`src/rtl/i2c_ackstop_seq.sv`:
```
module i2c_ackstop_seq #(
  parameter int BRG_W = 8,
  parameter int BUF_W = 8
) (
  input  logic             clk,
  input  logic             rst_n,
  input  logic [BRG_W-1:0] brg_reload,
  input  logic             ack_req,
  input  logic             stop_req,
  input  logic             ack_data,
  input  logic             irq_clr,
  input  logic             wcol_clr,
  input  logic             stop_clr,
  input  logic             buf_wr,
  input  logic [BUF_W-1:0] buf_wdata,
  input  logic             scl_in,
  input  logic             sda_in,
  output logic             scl_drive_low,
  output logic             sda_drive_low,
  output logic             ack_en,
  output logic             stop_en,
  output logic             stop_seen,
  output logic             irq,
  output logic             wcol,
  output logic [BUF_W-1:0] buf_q
);

  typedef enum logic [3:0] {
    S_IDLE, S_ACK_LO, S_ACK_WAIT, S_ACK_HI,
    S_STP_SDA, S_STP_LO, S_STP_WSCL, S_STP_HI, S_STP_WSDA, S_STP_END
  } st_t;

  st_t              st;
  logic [BRG_W-1:0] cnt;
  logic             ack_bit;
  logic             scl_hold;

  wire tick     = (cnt == '0);
  wire busy     = (st != S_IDLE);
  wire ack_done = (st == S_ACK_HI) && tick;
  wire stp_done = (st == S_STP_END) && tick;
  wire stp_seen = (st == S_STP_WSDA) && sda_in && scl_in;

  assign ack_en  = (st == S_ACK_LO) || (st == S_ACK_WAIT) || (st == S_ACK_HI);
  assign stop_en = busy && !ack_en;

  assign scl_drive_low = (st == S_ACK_LO) || (st == S_STP_SDA) || (st == S_STP_LO)
                         || ((st == S_IDLE) && scl_hold);
  assign sda_drive_low = (ack_en && !ack_bit) || (st == S_STP_SDA) || (st == S_STP_LO)
                         || (st == S_STP_WSCL) || (st == S_STP_HI);

  always_ff @(posedge clk or negedge rst_n) begin
    if (!rst_n) begin
      st       <= S_IDLE;
      cnt      <= '0;
      ack_bit  <= 1'b1;
      scl_hold <= 1'b0;
    end else begin
      case (st)
        S_IDLE: begin
          if (ack_req) begin
            st      <= S_ACK_LO;
            cnt     <= brg_reload;
            ack_bit <= ack_data;
          end else if (stop_req) begin
            st <= S_STP_SDA;
          end
        end
        S_ACK_LO:   if (tick) st <= S_ACK_WAIT; else cnt <= cnt - 1'b1;
        S_ACK_WAIT: if (scl_in) begin st <= S_ACK_HI; cnt <= brg_reload; end
        S_ACK_HI: begin
          if (tick) begin st <= S_IDLE; scl_hold <= 1'b1; end
          else cnt <= cnt - 1'b1;
        end
        S_STP_SDA:  if (!sda_in) begin st <= S_STP_LO; cnt <= brg_reload; end
        S_STP_LO:   if (tick) st <= S_STP_WSCL; else cnt <= cnt - 1'b1;
        S_STP_WSCL: if (scl_in) begin st <= S_STP_HI; cnt <= brg_reload; end
        S_STP_HI:   if (tick) st <= S_STP_WSDA; else cnt <= cnt - 1'b1;
        S_STP_WSDA: if (stp_seen) begin st <= S_STP_END; cnt <= brg_reload; end
        S_STP_END: begin
          if (tick) begin st <= S_IDLE; scl_hold <= 1'b0; end
          else cnt <= cnt - 1'b1;
        end
        default: st <= S_IDLE;
      endcase
    end
  end

  always_ff @(posedge clk or negedge rst_n) begin
    if (!rst_n) begin
      irq       <= 1'b0;
      wcol      <= 1'b0;
      stop_seen <= 1'b0;
      buf_q     <= '0;
    end else begin
      if (ack_done || stp_done) irq <= 1'b1;
      else if (irq_clr)         irq <= 1'b0;
      if (buf_wr && busy)       wcol <= 1'b1;
      else if (wcol_clr)        wcol <= 1'b0;
      if (stp_seen)             stop_seen <= 1'b1;
      else if (stop_clr)        stop_seen <= 1'b0;
      if (buf_wr && !busy)      buf_q <= buf_wdata;
    end
  end

  a_r9_ack_priority: assert property (@(posedge clk) disable iff (!rst_n)
    (!ack_en && !stop_en && ack_req && stop_req) |=> (ack_en && !stop_en));
  a_r8_wcol_on_busy_write: assert property (@(posedge clk) disable iff (!rst_n)
    ((ack_en || stop_en) && buf_wr) |=> wcol);
  a_r8_buffer_kept: assert property (@(posedge clk) disable iff (!rst_n)
    ((ack_en || stop_en) && buf_wr) |=> $stable(buf_q));
  a_r7_stop_needs_high_lines: assert property (@(posedge clk) disable iff (!rst_n)
    $rose(stop_seen) |-> $past(scl_in && sda_in));
  a_r4_ack_end_state: assert property (@(posedge clk) disable iff (!rst_n)
    $fell(ack_en) |-> (irq && scl_drive_low && !sda_drive_low));
  a_r3_wait_for_scl: assert property (@(posedge clk) disable iff (!rst_n)
    (st == S_ACK_WAIT && !scl_in) |=> (st == S_ACK_WAIT && !scl_drive_low));
  a_r10_irq_sticky: assert property (@(posedge clk) disable iff (!rst_n)
    (irq && !irq_clr) |=> irq);

endmodule

```
`config.mk`:
```
export PLATFORM = sky130hd
export DESIGN_NAME = i2c_ackstop_seq
export DESIGN_NICKNAME = d
export VERILOG_FILES = /design/src/rtl/i2c_ackstop_seq.sv
export SDC_FILE = /design/constraint.sdc
export NUM_CORES = 1
export LEC_CHECK = 0
export BUFFER_PORTS_ARGS = -buffer_cell sky130_fd_sc_hd__buf_2
export CORE_MARGIN = 2
export CORE_UTILIZATION = 54
export CTS_CLUSTER_DIAMETER = 50
export DETAILED_ROUTE_END_ITERATION = 16
export PLACE_DENSITY_LB_ADDON = 0.25
export SLEW_MARGIN = 20
export SYNTH_ARGS = -nofsm -noshare
export SYNTH_HDL_FRONTEND = slang
export SYNTH_SLANG_ARGS = --single-unit
```
`constraint.sdc`:
```
create_clock -name clk -period 4.64 [get_ports clk]
set_input_delay 0.928 -clock clk [delete_from_list [all_inputs] [get_ports clk]]
set_output_delay 0.928 -clock clk [all_outputs]
set_load 0.01 [all_outputs]
```
==> impl_metrics.xml, run 1 <==
<?xml version="1.0" encoding="UTF-8"?>
<metrics>
  <group name="status">
    <metric name="run_status" unit="">completed</metric>
  </group>
  <group name="sta">
    <metric name="finalHoldViolCount" unit="">0</metric>
    <metric name="max-slew-margin-rel" unit="%">64.4</metric>
    <metric name="final-setup-viol-count" unit="">0</metric>
    <metric name="setup_total_negative_slack" unit="ps">0</metric>
    <metric name="timing.hold.ws" unit="ps">499</metric>
    <metric name="period_share" unit="%">54.2</metric>
    <metric name="highest_clock_rate" unit="GHz">0.398</metric>
    <metric name="tightest_slew" unit="ps">534</metric>
    <metric name="drv_slew" unit="">0</metric>
    <metric name="final_period_minus_worst_setup_slack" unit="ps">2510</metric>
    <metric name="clock_skew" unit="ps">6.78</metric>
    <metric name="rsz_0062_raised_after_global_routing" unit="">false</metric>
  </group>
  <group name="routing">
    <metric name="wire_per_inst" unit="µm">14.9</metric>
    <metric name="viasPerCell" unit="">5.90</metric>
    <metric name="dr_total_vias" unit="">1262</metric>
    <metric name="drt-initial-drc-count" unit="">16</metric>
    <metric name="number_of_nets_still_failing_antenna_checks_after_routing" unit="">0</metric>
    <metric name="drt_wl_total" unit="µm">3200</metric>
    <metric name="drt_pass_1_iters" unit="">4</metric>
    <metric name="drcViolationCount" unit="">0</metric>
  </group>
  <group name="critical_path">
    <metric name="cp_slowest_stage_delay" unit="ps">700</metric>
    <metric name="reg2reg_setup_slack" unit="ps">2550</metric>
    <metric name="most_frequent_cp_cell" unit="">sky130_fd_sc_hd__nor2_1</metric>
    <metric name="cp_cell_instances" unit="">nor2_1 -&gt; nor2_1 -&gt; nor2_1 -&gt; nor2_1 -&gt; buf_2</metric>
    <metric name="crit-reg2reg-capture" unit="">cnt[1]</metric>
    <metric name="worst-endpoint-arrival" unit="ps">1590</metric>
    <metric name="cpLargestDelayFamily" unit="">flip-flops</metric>
    <metric name="cell_with_the_largest_stage_delay_on_the_worst_path" unit="">sky130_fd_sc_hd__dfrtp_1</metric>
    <metric name="worstPathMaxFanout" unit="">15</metric>
    <metric name="timing.reg2reg.worst_path_depth" unit="">8</metric>
    <metric name="critical_path_class" unit="">flop to output port</metric>
    <metric name="critical_path.n_buffers_inverters" unit="">1</metric>
    <metric name="critical_path.endpoint_type" unit="">output port</metric>
    <metric name="reg_to_reg_critical_path_startpoint" unit="">cnt[0]</metric>
    <metric name="kind_of_launch_point_of_the_worst_setup_path" unit="">flop</metric>
    <metric name="crit_required" unit="ps">3710</metric>
  </group>
  <group name="layout">
    <metric name="commonest_non_fill_non_tap_cell_in_the_layout" unit="">sky130_fd_sc_hd__buf_2</metric>
    <metric name="num_antenna_cells" unit="">0</metric>
    <metric name="flow.area_growth_from_synthesis" unit="%">16.7</metric>
    <metric name="layout_common_cells" unit="">sky130_fd_sc_hd__buf_2 (41), sky130_fd_sc_hd__dfrtp_1 (24), sky130_fd_sc_hd__nand2_1 (12)</metric>
    <metric name="num-nets-final" unit="">214</metric>
    <metric name="layout.area.seq" unit="µm²">627</metric>
    <metric name="drive_gt1_share" unit="%">28.8</metric>
    <metric name="fillerInstances" unit="">211</metric>
    <metric name="area_of_the_multi_input_gates" unit="µm²">709</metric>
  </group>
  <group name="pwr">
    <metric name="power_leakage" unit="µW">0.000744</metric>
    <metric name="power_per_cell_area" unit="nW/µm²">571</metric>
    <metric name="ir_drop_worst_case_vdd" unit="V">0.000333</metric>
  </group>
  <group name="clock_tree">
    <metric name="holdBufCountCts" unit="">0</metric>
    <metric name="cts_buffer_depth" unit="">2</metric>
    <metric name="numCtsBuffers" unit="">3</metric>
    <metric name="buffer_type_at_the_clock_tree_root" unit="">sky130_fd_sc_hd__clkbuf_4</metric>
    <metric name="clk-insertion-delay-late" unit="ps">320</metric>
    <metric name="post_cts.repair.setup_buffers" unit="">0</metric>
    <metric name="cts_repair_resize_count" unit="">0</metric>
    <metric name="numClockSinks" unit="">25</metric>
    <metric name="cts_tree" unit="">done</metric>
    <metric name="htree_num_levels" unit="">1</metric>
    <metric name="clk_pin_slew_worst_paths" unit="ps">120</metric>
  </group>
  <group name="yosys">
    <metric name="synth.avg_cell_area" unit="µm²">9.68</metric>
    <metric name="synthDistinctLibCells" unit="">47</metric>
    <metric name="synth-edff-count" unit="">0</metric>
    <metric name="netlist_area" unit="µm²">1400</metric>
    <metric name="synth_seq_area_share" unit="%">44.7</metric>
    <metric name="synth_cells" unit="">145</metric>
    <metric name="postSynth.asyncResetShare" unit="%">100</metric>
    <metric name="synth.ff_latch_count" unit="">25</metric>
    <metric name="number_of_synthesis_warnings" unit="">0</metric>
    <metric name="synth_ff_type" unit="">sky130_fd_sc_hd__dfrtp_1</metric>
    <metric name="synth_fp_nets" unit="">174</metric>
  </group>
  <group name="global_route">
    <metric name="grt_pass1_vias" unit="">1157</metric>
    <metric name="grt.overflow.total" unit="">0</metric>
    <metric name="grt_usage" unit="%">23.7</metric>
    <metric name="grt_pass1_wl" unit="µm">5100</metric>
    <metric name="maximum_number_of_pins_on_one_net_before_global_route_repair" unit="">26</metric>
    <metric name="antenna_found_initial" unit="">0</metric>
  </group>
  <group name="die">
    <metric name="std_cell_rows" unit="">18</metric>
    <metric name="floorplan.die.width" unit="µm">55.0</metric>
    <metric name="vert_die_dim" unit="µm">55.0</metric>
    <metric name="design.die.area" unit="µm²">3020</metric>
    <metric name="floorplan.io_pins" unit="">42</metric>
    <metric name="initial_utilization" unit="%">56.7</metric>
    <metric name="fp.coreArea" unit="µm²">2480</metric>
  </group>
  <group name="flow_run">
    <metric name="drv_cap" unit="">0</metric>
  </group>
  <group name="placement">
    <metric name="detailed_place_hpwl" unit="µm">2460</metric>
    <metric name="place.gp.congestion" unit="">0.860</metric>
    <metric name="buffer_ports.inserted" unit="">41</metric>
  </group>
  <group name="min_path">
    <metric name="timing.hold.worst.start" unit="">buf_q[4]</metric>
    <metric name="class_of_the_most_critical_hold_timing_path" unit="">flop to flop</metric>
    <metric name="holdPathEnd" unit="">buf_q[4]</metric>
    <metric name="holdPathStages" unit="">1</metric>
  </group>
</metrics>
## registers in the layout (all words and copies together), names as in the netlist
| signal | count |
|---|---|
| ack_bit | 1 |
| buf_q | 8 |
| cnt | 8 |
| irq | 1 |
| scl_hold | 1 |
| st | 4 |
| stop_seen | 1 |
| wcol | 1 |
## worst max-delay path by stage
stage               endpoint  slack, ps  cells past startpoint    start
2_1_floorplan         cnt[1]       2540                      6   sda_in
3_3_place_gp          cnt[1]       2340                      7  ack_req
3_5_place_dp          cnt[1]       2270                      7  ack_req
4_1_cts        sda_drive_low       2140                      5    st[0]
5_1_grt        sda_drive_low       1980                      5    st[0]
6_report       sda_drive_low       2130                      5    st[0]
## kinds of logic (layout without fill, tap and decap cells)
logic type      Yosys count  count (layout)  share of synthesized area, %
simple gates             52              52                          21.2
compound gates           41              41                          18.6
flops                    25              25                          44.7
buf+inv                  14              53                          4.81
mux                      10              10                          8.29
fa+ha+maj                 2               2                          1.78
xor+xnor                  1               1                         0.624
## metrics by stage
step	instance area, µm²	cells	total power (µW)	utilization, %	setup slack, ps
2_1_floorplan	1400	145	706	-	2540
3_3_place_gp	1610	210	820	65.1	2340
3_5_place_dp	1610	210	843	65.1	2270
4_1_cts	1640	214	939	66.1	2140
5_1_grt	1640	214	1010	66.1	1980
6_report	1640	214	935	66.1	2130
## power breakdown
part / total [µW] / leakage (µW) / switching [µW] / internal [µW]
Combinational: 419 / 0.000434 / 219 / 200
Sequential: 420 / 0.000296 / 112 / 308
Clock: 96.1 / 0.0000150 / 62.5 / 33.6
Total: 935 / 0.000744 / 393 / 542
## layout make-up
cell class	instances	area share [%]
Sequential cell	25	38.3
Multi-Input combinational cell	106	43.3
Tap cell	30	2.29
Timing Repair Buffer	41	12.5
Clock buffer	4	1.60
Inverter	8	1.99
## worst reg2reg max path, delay by kind of cell, from the launching register on
kind,cells,cell delay [ps]
simple gates,4,950
fa+ha+maj,1,160
buf+inv,2,170
mux,1,290
flops,1,420
## synth_stat cells, types with 2 or more instances
library cell / number / area share (%)
sky130_fd_sc_hd__o22ai_1: 3 / 1.3
sky130_fd_sc_hd__mux2_1: 9 / 7.2
sky130_fd_sc_hd__nor2_1: 8 / 2.1
sky130_fd_sc_hd__a21oi_1: 7 / 2.5
sky130_fd_sc_hd__nand2_1: 12 / 3.2
sky130_fd_sc_hd__nand4_1: 3 / 1.3
sky130_fd_sc_hd__nor3_1: 4 / 1.4
sky130_fd_sc_hd__nand2b_1: 5 / 2.2
sky130_fd_sc_hd__clkbuf_1: 3 / 0.80
sky130_fd_sc_hd__o21ai_0: 9 / 3.2
sky130_fd_sc_hd__dfrtp_1: 24 / 43
sky130_fd_sc_hd__or2_1: 2 / 0.89
sky130_fd_sc_hd__inv_1: 7 / 1.9
sky130_fd_sc_hd__o21ai_1: 4 / 1.4
sky130_fd_sc_hd__a31oi_1: 6 / 2.7
sky130_fd_sc_hd__o31ai_1: 3 / 1.6
sky130_fd_sc_hd__nand3_1: 5 / 1.8
sky130_fd_sc_hd__ha_1: 2 / 1.8
## routing by layer
| layer | up-vias | global-route usage [%] | part of all wire [%] |
|---|---|---|---|
| li1 | 607 | - | - |
| met4 | 0 | 8.54 | 1.4 |
| met3 | 7 | 2.96 | 5.2 |
| met2 | 37 | 41.7 | 51 |
| met1 | 611 | 29.8 | 43 |
| met5 | - | 0 | 0 |
Note: power is estimated with default switching activity, not from simulation.
==> run 2: changes to the inputs <==
Settings changed: CORE_UTILIZATION 54 to 51.
Clock period 4.64 ns to 2.51 ns, I/O delays scaled along.
==> run 2 against run 1 <==
Clock skew fell by 4.0 ps. Die area rose by 5.5%. Clock power rose by 84%. Hold slack got worse by 350 ps. Sequential power rose by 80%. Sequential cell count did not move. Sequential share of layout area fell by 0.23 points. Via count fell by 3.6%. Setup slack got worse by 1700 ps. Core utilization fell by 4.8 points. Critical path type is now flop to flop. Critical path depth rose by 1.
==> impl_metrics.xml, run 2 (synthesized netlist as in run 1, its figures left out) <==
<?xml version="1.0" encoding="UTF-8"?>
<metrics>
  <group name="clock_tree">
    <metric name="clk_pin_slew_worst_paths" unit="ps">130</metric>
    <metric name="post_cts.repair.setup_buffers" unit="">0</metric>
    <metric name="holdBufCountCts" unit="">0</metric>
    <metric name="numCtsBuffers" unit="">3</metric>
    <metric name="htree_num_levels" unit="">1</metric>
    <metric name="cts_buffer_depth" unit="">2</metric>
    <metric name="numClockSinks" unit="">25</metric>
    <metric name="clk-insertion-delay-late" unit="ps">310</metric>
    <metric name="cts_tree" unit="">done</metric>
    <metric name="buffer_type_at_the_clock_tree_root" unit="">sky130_fd_sc_hd__clkbuf_4</metric>
    <metric name="cts_repair_resize_count" unit="">0</metric>
  </group>
  <group name="routing">
    <metric name="viasPerCell" unit="">5.63</metric>
    <metric name="drcViolationCount" unit="">0</metric>
    <metric name="number_of_nets_still_failing_antenna_checks_after_routing" unit="">0</metric>
    <metric name="dr_total_vias" unit="">1217</metric>
    <metric name="wire_per_inst" unit="µm">13.9</metric>
    <metric name="drt_wl_total" unit="µm">3000</metric>
    <metric name="drt_pass_1_iters" unit="">4</metric>
    <metric name="drt-initial-drc-count" unit="">33</metric>
  </group>
  <group name="sta">
    <metric name="period_share" unit="%">82.1</metric>
    <metric name="clock_skew" unit="ps">2.75</metric>
    <metric name="drv_slew" unit="">0</metric>
    <metric name="max-slew-margin-rel" unit="%">63.5</metric>
    <metric name="final-setup-viol-count" unit="">0</metric>
    <metric name="setup_total_negative_slack" unit="ps">0</metric>
    <metric name="highest_clock_rate" unit="GHz">0.485</metric>
    <metric name="tightest_slew" unit="ps">548</metric>
    <metric name="final_period_minus_worst_setup_slack" unit="ps">2060</metric>
    <metric name="rsz_0062_raised_after_global_routing" unit="">false</metric>
    <metric name="finalHoldViolCount" unit="">0</metric>
  </group>
  <group name="layout">
    <metric name="drive_gt1_share" unit="%">29.7</metric>
    <metric name="commonest_non_fill_non_tap_cell_in_the_layout" unit="">sky130_fd_sc_hd__buf_2</metric>
    <metric name="num-nets-final" unit="">215</metric>
    <metric name="layout_common_cells" unit="">sky130_fd_sc_hd__buf_2 (41), sky130_fd_sc_hd__dfrtp_1 (24), sky130_fd_sc_hd__nand2_1 (12)</metric>
    <metric name="fillerInstances" unit="">231</metric>
    <metric name="largest_registers" unit="">buf_q (8), cnt (8), st (4)</metric>
    <metric name="num_antenna_cells" unit="">0</metric>
    <metric name="final-instance-count-excl-fill" unit="">216</metric>
    <metric name="flow.area_growth_from_synthesis" unit="%">17.4</metric>
    <metric name="layout.cell_area.non_filler" unit="µm²">1650</metric>
  </group>
  <group name="global_route">
    <metric name="grt_pass1_wl" unit="µm">5060</metric>
    <metric name="maximum_number_of_pins_on_one_net_before_global_route_repair" unit="">26</metric>
    <metric name="antenna_found_initial" unit="">0</metric>
    <metric name="grt.overflow.total" unit="">0</metric>
    <metric name="grt_usage" unit="%">20.0</metric>
    <metric name="grt_pass1_vias" unit="">1111</metric>
  </group>
  <group name="critical_path">
    <metric name="cell_with_the_largest_stage_delay_on_the_worst_path" unit="">sky130_fd_sc_hd__dfrtp_1</metric>
    <metric name="worstPathMaxFanout" unit="">15</metric>
    <metric name="worst-endpoint-arrival" unit="ps">2280</metric>
    <metric name="critical_path.n_buffers_inverters" unit="">1</metric>
    <metric name="cpLargestDelayFamily" unit="">simple AND/OR/NAND/NOR gates</metric>
    <metric name="kind_of_launch_point_of_the_worst_setup_path" unit="">flop</metric>
    <metric name="cp_cell_instances" unit="">nor4_1 -&gt; nand2b_1 -&gt; and3_1 -&gt; nand2_8 -&gt; inv_4 -&gt; mux2_4</metric>
    <metric name="crit_required" unit="ps">2730</metric>
    <metric name="critical_path_class" unit="">flop to flop</metric>
    <metric name="critical_path.endpoint_type" unit="">flop</metric>
    <metric name="cp_slowest_stage_delay" unit="ps">560</metric>
  </group>
  <group name="pwr">
    <metric name="power_leakage" unit="µW">0.000751</metric>
    <metric name="switching_power" unit="µW">707</metric>
    <metric name="ir_drop_worst_case_vdd" unit="V">0.000686</metric>
    <metric name="relative_contribution_of_sequential_cells_to_total_power" unit="%">44.2</metric>
    <metric name="share_clk_of_total_power" unit="%">10.3</metric>
    <metric name="power_per_cell_area" unit="nW/µm²">1040</metric>
    <metric name="p_int" unit="µW">1010</metric>
    <metric name="swShare" unit="%">41.3</metric>
    <metric name="power.share.combinational" unit="%">45.5</metric>
  </group>
  <group name="die">
    <metric name="vert_die_dim" unit="µm">56.5</metric>
    <metric name="floorplan.die.width" unit="µm">56.5</metric>
    <metric name="floorplan.io_pins" unit="">42</metric>
    <metric name="initial_utilization" unit="%">52.3</metric>
    <metric name="std_cell_rows" unit="">19</metric>
    <metric name="design.die.area" unit="µm²">3190</metric>
    <metric name="fp.coreArea" unit="µm²">2690</metric>
  </group>
  <group name="placement">
    <metric name="dpl-instance-area" unit="µm²">1620</metric>
    <metric name="place.gp.congestion" unit="">0.814</metric>
    <metric name="detailed_place_hpwl" unit="µm">2280</metric>
    <metric name="buffer_ports.inserted" unit="">41</metric>
    <metric name="dpl.cell_count" unit="">212</metric>
  </group>
  <group name="flow_run">
    <metric name="drv_cap" unit="">0</metric>
  </group>
  <group name="status">
    <metric name="run_status" unit="">completed</metric>
  </group>
  <group name="min_path">
    <metric name="class_of_the_most_critical_hold_timing_path" unit="">input pin to async pin</metric>
  </group>
</metrics>
[run 2: cell count changes in the layout (fill, tap and decap cells not counted), sizes merged]
cell	previous run	this run
clkinv	0	1
clkbuf	4	3
buf	41	42
[run 2: power groups by stage]
stage	Sequential (µW)	Combinational, µW	Clock [µW]
after floorplan	727	578	0
after global placement	744	759	0
after detailed placement	757	792	0
after CTS	752	790	184
after global routing	786	879	200
final	756	779	177
[run 2: area by class of cell]
class	instances	area [µm²]	area share, %
Clock buffer	3	22.5	1.37
Clock inverter	1	5.00	0.304
Inverter	8	32.5	1.97
Multi-Input combinational cell	106	709	43.1
Sequential cell	25	627	38.0
Tap cell	31	38.8	2.35
Timing Repair Buffer	42	213	12.9
[run 2: path summary, 6_finish.rpt]
kind	from	to	slack, ps	cells past startpoint
worst min-delay path	rst_n	stop_seen	150	1
worst min register to register	buf_q[7]	buf_q[7]	500	1
max in group asynchronous	rst_n	ack_bit	1990	1
worst max-delay path	st[3]	cnt[1]	450	6
worst max register to register	st[3]	cnt[1]	450	6
min in group clk	stop_clr	stop_seen	350	2
[run 2: per-layer routing]
| metal | global-route usage, % | wire length (µm) |
|---|---|---|
| met2 | 31.6 | 1460 |
| met1 | 29.0 | 1380 |
| met3 | 3.23 | 151 |
| met4 | 4.08 | 16 |
| met5 | 0 | 0 |
[run 2: worst reg2reg max path, delay by kind of cell (launching register included)]
| family | cells | cell delay [ps] |
|---|---|---|
| simple gates | 4 | 1060 |
| flops | 1 | 560 |
| mux | 1 | 290 |
| buf+inv | 1 | 60 |
[run 2: through the flow]
step | setup WS, ps | total power (µW) | hold slack (ps) | utilization [%]
floorplan | 715 | 1300 | 206 | -
global placement | 480 | 1500 | 468 | 60.3
detailed placement | 454 | 1550 | 476 | 60.3
CTS | 432 | 1730 | 164 | 61.3
global route | 245 | 1870 | 183 | 61.3
finish | 449 | 1710 | 153 | 61.3
==> run 3: changes to the inputs <==
Settings changed: ABC_AREA from default to 1, CORE_UTILIZATION 51 to 52.
Clock period 2.51 ns to 2.04 ns, I/O delays scaled along.
==> run 3 against run 2 <==
First-iteration DRC count up 64%. Critical path depth stayed put. Combinational power grew 58%. Hold slack worse by 110 ps. Non-clock buffer count shrank 1. Register-to-register slack improved by 110 ps. Global-route usage up 0.44 points. Sequential share of layout area down 3.0 points. Die area up 6.3%. Clock power up 35%. Synthesized cell count rose by 41%. Setup slack got worse by 310 ps. Highest routed layer unchanged.
==> impl_metrics.xml, run 3 <==
<?xml version="1.0" encoding="UTF-8"?>
<metrics>
  <group name="die">
    <metric name="design.die.area" unit="µm²">3390</metric>
    <metric name="std_cell_rows" unit="">19</metric>
    <metric name="vert_die_dim" unit="µm">58.2</metric>
    <metric name="fp.coreArea" unit="µm²">2780</metric>
    <metric name="initial_utilization" unit="%">55.0</metric>
    <metric name="floorplan.die.width" unit="µm">58.2</metric>
    <metric name="floorplan.io_pins" unit="">42</metric>
  </group>
  <group name="clock_tree">
    <metric name="numCtsBuffers" unit="">3</metric>
    <metric name="holdBufCountCts" unit="">0</metric>
    <metric name="clk_pin_slew_worst_paths" unit="ps">140</metric>
    <metric name="htree_num_levels" unit="">1</metric>
    <metric name="cts_buffer_depth" unit="">2</metric>
    <metric name="cts_repair_resize_count" unit="">0</metric>
    <metric name="numClockSinks" unit="">25</metric>
    <metric name="clk-insertion-delay-late" unit="ps">320</metric>
    <metric name="post_cts.repair.setup_buffers" unit="">0</metric>
    <metric name="cts_tree" unit="">done</metric>
    <metric name="buffer_type_at_the_clock_tree_root" unit="">sky130_fd_sc_hd__clkbuf_4</metric>
  </group>
  <group name="routing">
    <metric name="viasPerCell" unit="">4.92</metric>
    <metric name="number_of_nets_still_failing_antenna_checks_after_routing" unit="">0</metric>
    <metric name="drt-initial-drc-count" unit="">54</metric>
    <metric name="wire_per_inst" unit="µm">10.6</metric>
    <metric name="drt_pass_1_iters" unit="">4</metric>
    <metric name="drt_wl_total" unit="µm">2960</metric>
    <metric name="drcViolationCount" unit="">0</metric>
    <metric name="dr_total_vias" unit="">1368</metric>
  </group>
  <group name="pwr">
    <metric name="power_leakage" unit="µW">0.00101</metric>
    <metric name="power_per_cell_area" unit="nW/µm²">1330</metric>
    <metric name="ir_drop_worst_case_vdd" unit="V">0.00105</metric>
    <metric name="total_power" unit="µW">2380</metric>
  </group>
  <group name="yosys">
    <metric name="top_post_synthesis_cells_by_area" unit="">sky130_fd_sc_hd__dfrtp_1 (39%), sky130_fd_sc_hd__nand2_1 (20%), sky130_fd_sc_hd__nand3_1 (6.9%)</metric>
    <metric name="synth_ff_type" unit="">sky130_fd_sc_hd__dfrtp_1</metric>
    <metric name="synth_seq_area_share" unit="%">41.0</metric>
    <metric name="synth_fp_nets" unit="">234</metric>
    <metric name="synth_top_cells_by_count" unit="">sky130_fd_sc_hd__nand2_1 (82), sky130_fd_sc_hd__dfrtp_1 (24), sky130_fd_sc_hd__nand3_1 (21), sky130_fd_sc_hd__inv_1 (17), sky130_fd_sc_hd__nor2_1 (8)</metric>
    <metric name="postSynth.asyncResetShare" unit="%">100</metric>
    <metric name="number_of_synthesis_warnings" unit="">0</metric>
    <metric name="synthDistinctLibCells" unit="">27</metric>
    <metric name="post_synthesis_cell_type_with_the_largest_combined_area" unit="">sky130_fd_sc_hd__dfrtp_1</metric>
    <metric name="netlist_area" unit="µm²">1530</metric>
    <metric name="synth.ff_latch_count" unit="">25</metric>
    <metric name="synthDominantCellAreaShare" unit="%">39.3</metric>
    <metric name="synth-edff-count" unit="">0</metric>
    <metric name="synth.avg_cell_area" unit="µm²">7.46</metric>
    <metric name="synth_cells" unit="">205</metric>
    <metric name="yosysMostFrequentCell" unit="">sky130_fd_sc_hd__nand2_1</metric>
  </group>
  <group name="global_route">
    <metric name="grt.overflow.total" unit="">0</metric>
    <metric name="grt_usage" unit="%">20.4</metric>
    <metric name="grt_pass1_wl" unit="µm">5430</metric>
    <metric name="antenna_found_initial" unit="">0</metric>
    <metric name="grt_pass1_vias" unit="">1242</metric>
    <metric name="maximum_number_of_pins_on_one_net_before_global_route_repair" unit="">26</metric>
  </group>
  <group name="placement">
    <metric name="dpl-instance-area" unit="µm²">1760</metric>
    <metric name="dpl_worst_slack" unit="ps">538</metric>
    <metric name="buffer_ports.inserted" unit="">41</metric>
    <metric name="place.gp.congestion" unit="">0.852</metric>
    <metric name="detailed_place_hpwl" unit="µm">2310</metric>
  </group>
  <group name="layout">
    <metric name="flow.area_growth_from_synthesis" unit="%">17.1</metric>
    <metric name="largest_registers" unit="">buf_q (8), cnt (8), st (4)</metric>
    <metric name="num_antenna_cells" unit="">0</metric>
    <metric name="layout.cell_area.non_filler" unit="µm²">1790</metric>
    <metric name="num-nets-final" unit="">277</metric>
    <metric name="commonest_non_fill_non_tap_cell_in_the_layout" unit="">sky130_fd_sc_hd__nand2_1</metric>
    <metric name="drive_gt1_share" unit="%">30.4</metric>
    <metric name="layout_common_cells" unit="">sky130_fd_sc_hd__nand2_1 (82), sky130_fd_sc_hd__buf_2 (41), sky130_fd_sc_hd__dfrtp_1 (24)</metric>
  </group>
  <group name="sta">
    <metric name="highest_clock_rate" unit="GHz">0.526</metric>
    <metric name="layout_setup_ws" unit="ps">140</metric>
    <metric name="max-slew-margin-rel" unit="%">63.9</metric>
    <metric name="clock_skew" unit="ps">1.33</metric>
    <metric name="period_share" unit="%">93.1</metric>
    <metric name="finalHoldViolCount" unit="">0</metric>
    <metric name="tightest_slew" unit="ps">541</metric>
    <metric name="rsz_0062_raised_after_global_routing" unit="">false</metric>
    <metric name="final-setup-viol-count" unit="">0</metric>
    <metric name="setup_total_negative_slack" unit="ps">0</metric>
    <metric name="final_period_minus_worst_setup_slack" unit="ps">1900</metric>
    <metric name="drv_slew" unit="">0</metric>
  </group>
  <group name="critical_path">
    <metric name="kind_of_launch_point_of_the_worst_setup_path" unit="">flop</metric>
    <metric name="critical_path_class" unit="">flop to output port</metric>
    <metric name="worst-endpoint-arrival" unit="ps">1490</metric>
    <metric name="crit_required" unit="ps">1630</metric>
    <metric name="reg_to_reg_critical_path_startpoint" unit="">cnt[0]</metric>
    <metric name="reg2reg_setup_slack" unit="ps">560</metric>
    <metric name="worstPathMaxFanout" unit="">9</metric>
    <metric name="critical_path.endpoint_type" unit="">output port</metric>
    <metric name="timing.reg2reg.worst_path_depth" unit="">9</metric>
    <metric name="crit-reg2reg-capture" unit="">st[1]</metric>
  </group>
  <group name="flow_run">
    <metric name="drv_cap" unit="">0</metric>
  </group>
  <group name="min_path">
    <metric name="class_of_the_most_critical_hold_timing_path" unit="">input pin to async pin</metric>
  </group>
  <group name="status">
    <metric name="run_status" unit="">completed</metric>
  </group>
</metrics>
run 3: cells by family after synthesis:
family                     synth area share (%)
DFF                                        41.0
buffers and inverters                      6.55
adders and majority gates                  1.64
xor gates and xnor gates                   1.15
and+or+nand+nor                            44.8
AOI/OAI and AO/OA                          4.91
run 3: worst max path at each step:
stage          start             to  slack [ps]  cells after the start
4_1_cts        st[3]  sda_drive_low         150                      6
5_1_grt        st[3]  sda_drive_low           4                      6
2_1_floorplan  st[3]  sda_drive_low         520                      6
3_5_place_dp   st[3]  sda_drive_low         540                      6
3_3_place_gp   st[3]  sda_drive_low         570                      6
6_report       st[3]  sda_drive_low         140                      6
run 3: layer usage:
metal	track usage, %	wire length [µm]	vias up
met5	0	0	-
met4	3.99	18	0
met3	4.24	124	4
met2	31.8	1310	25
met1	29.6	1500	604
li1	-	-	735
run 3: worst max-delay path, stage by stage, from the launching register on:
cell                      delay, ps
sky130_fd_sc_hd__dfrtp_1        530
sky130_fd_sc_hd__nor2_4         190
sky130_fd_sc_hd__inv_2           80
sky130_fd_sc_hd__nor2_1         120
sky130_fd_sc_hd__nand2_1         70
sky130_fd_sc_hd__nand2_1         50
sky130_fd_sc_hd__buf_2          120
run 3: power breakdown:
group	total, µW	switching [µW]	internal [µW]
registers	903	200	703
clock network	239	159	80.0
logic	1230	757	478
total	2380	1120	1260
run 3: area by class of cell:
cell class                      count  area [µm²]
Clock buffer                        3        22.5
Clock inverter                      1        8.76
Fill cell                         266         991
Inverter                           23        86.3
Multi-Input combinational cell    154         802
Sequential cell                    25         627
Tap cell                           31        38.8
Timing Repair Buffer               41         205
run 3: through the flow:
step                hold slack (ps)  cells  utilization (%)
finish                         37.7    278             64.4
global route                   62.6    278             64.4
global placement                435    274             63.2
floorplan                       112    205                -
CTS                            40.7    278             64.4
detailed placement              429    274             63.2
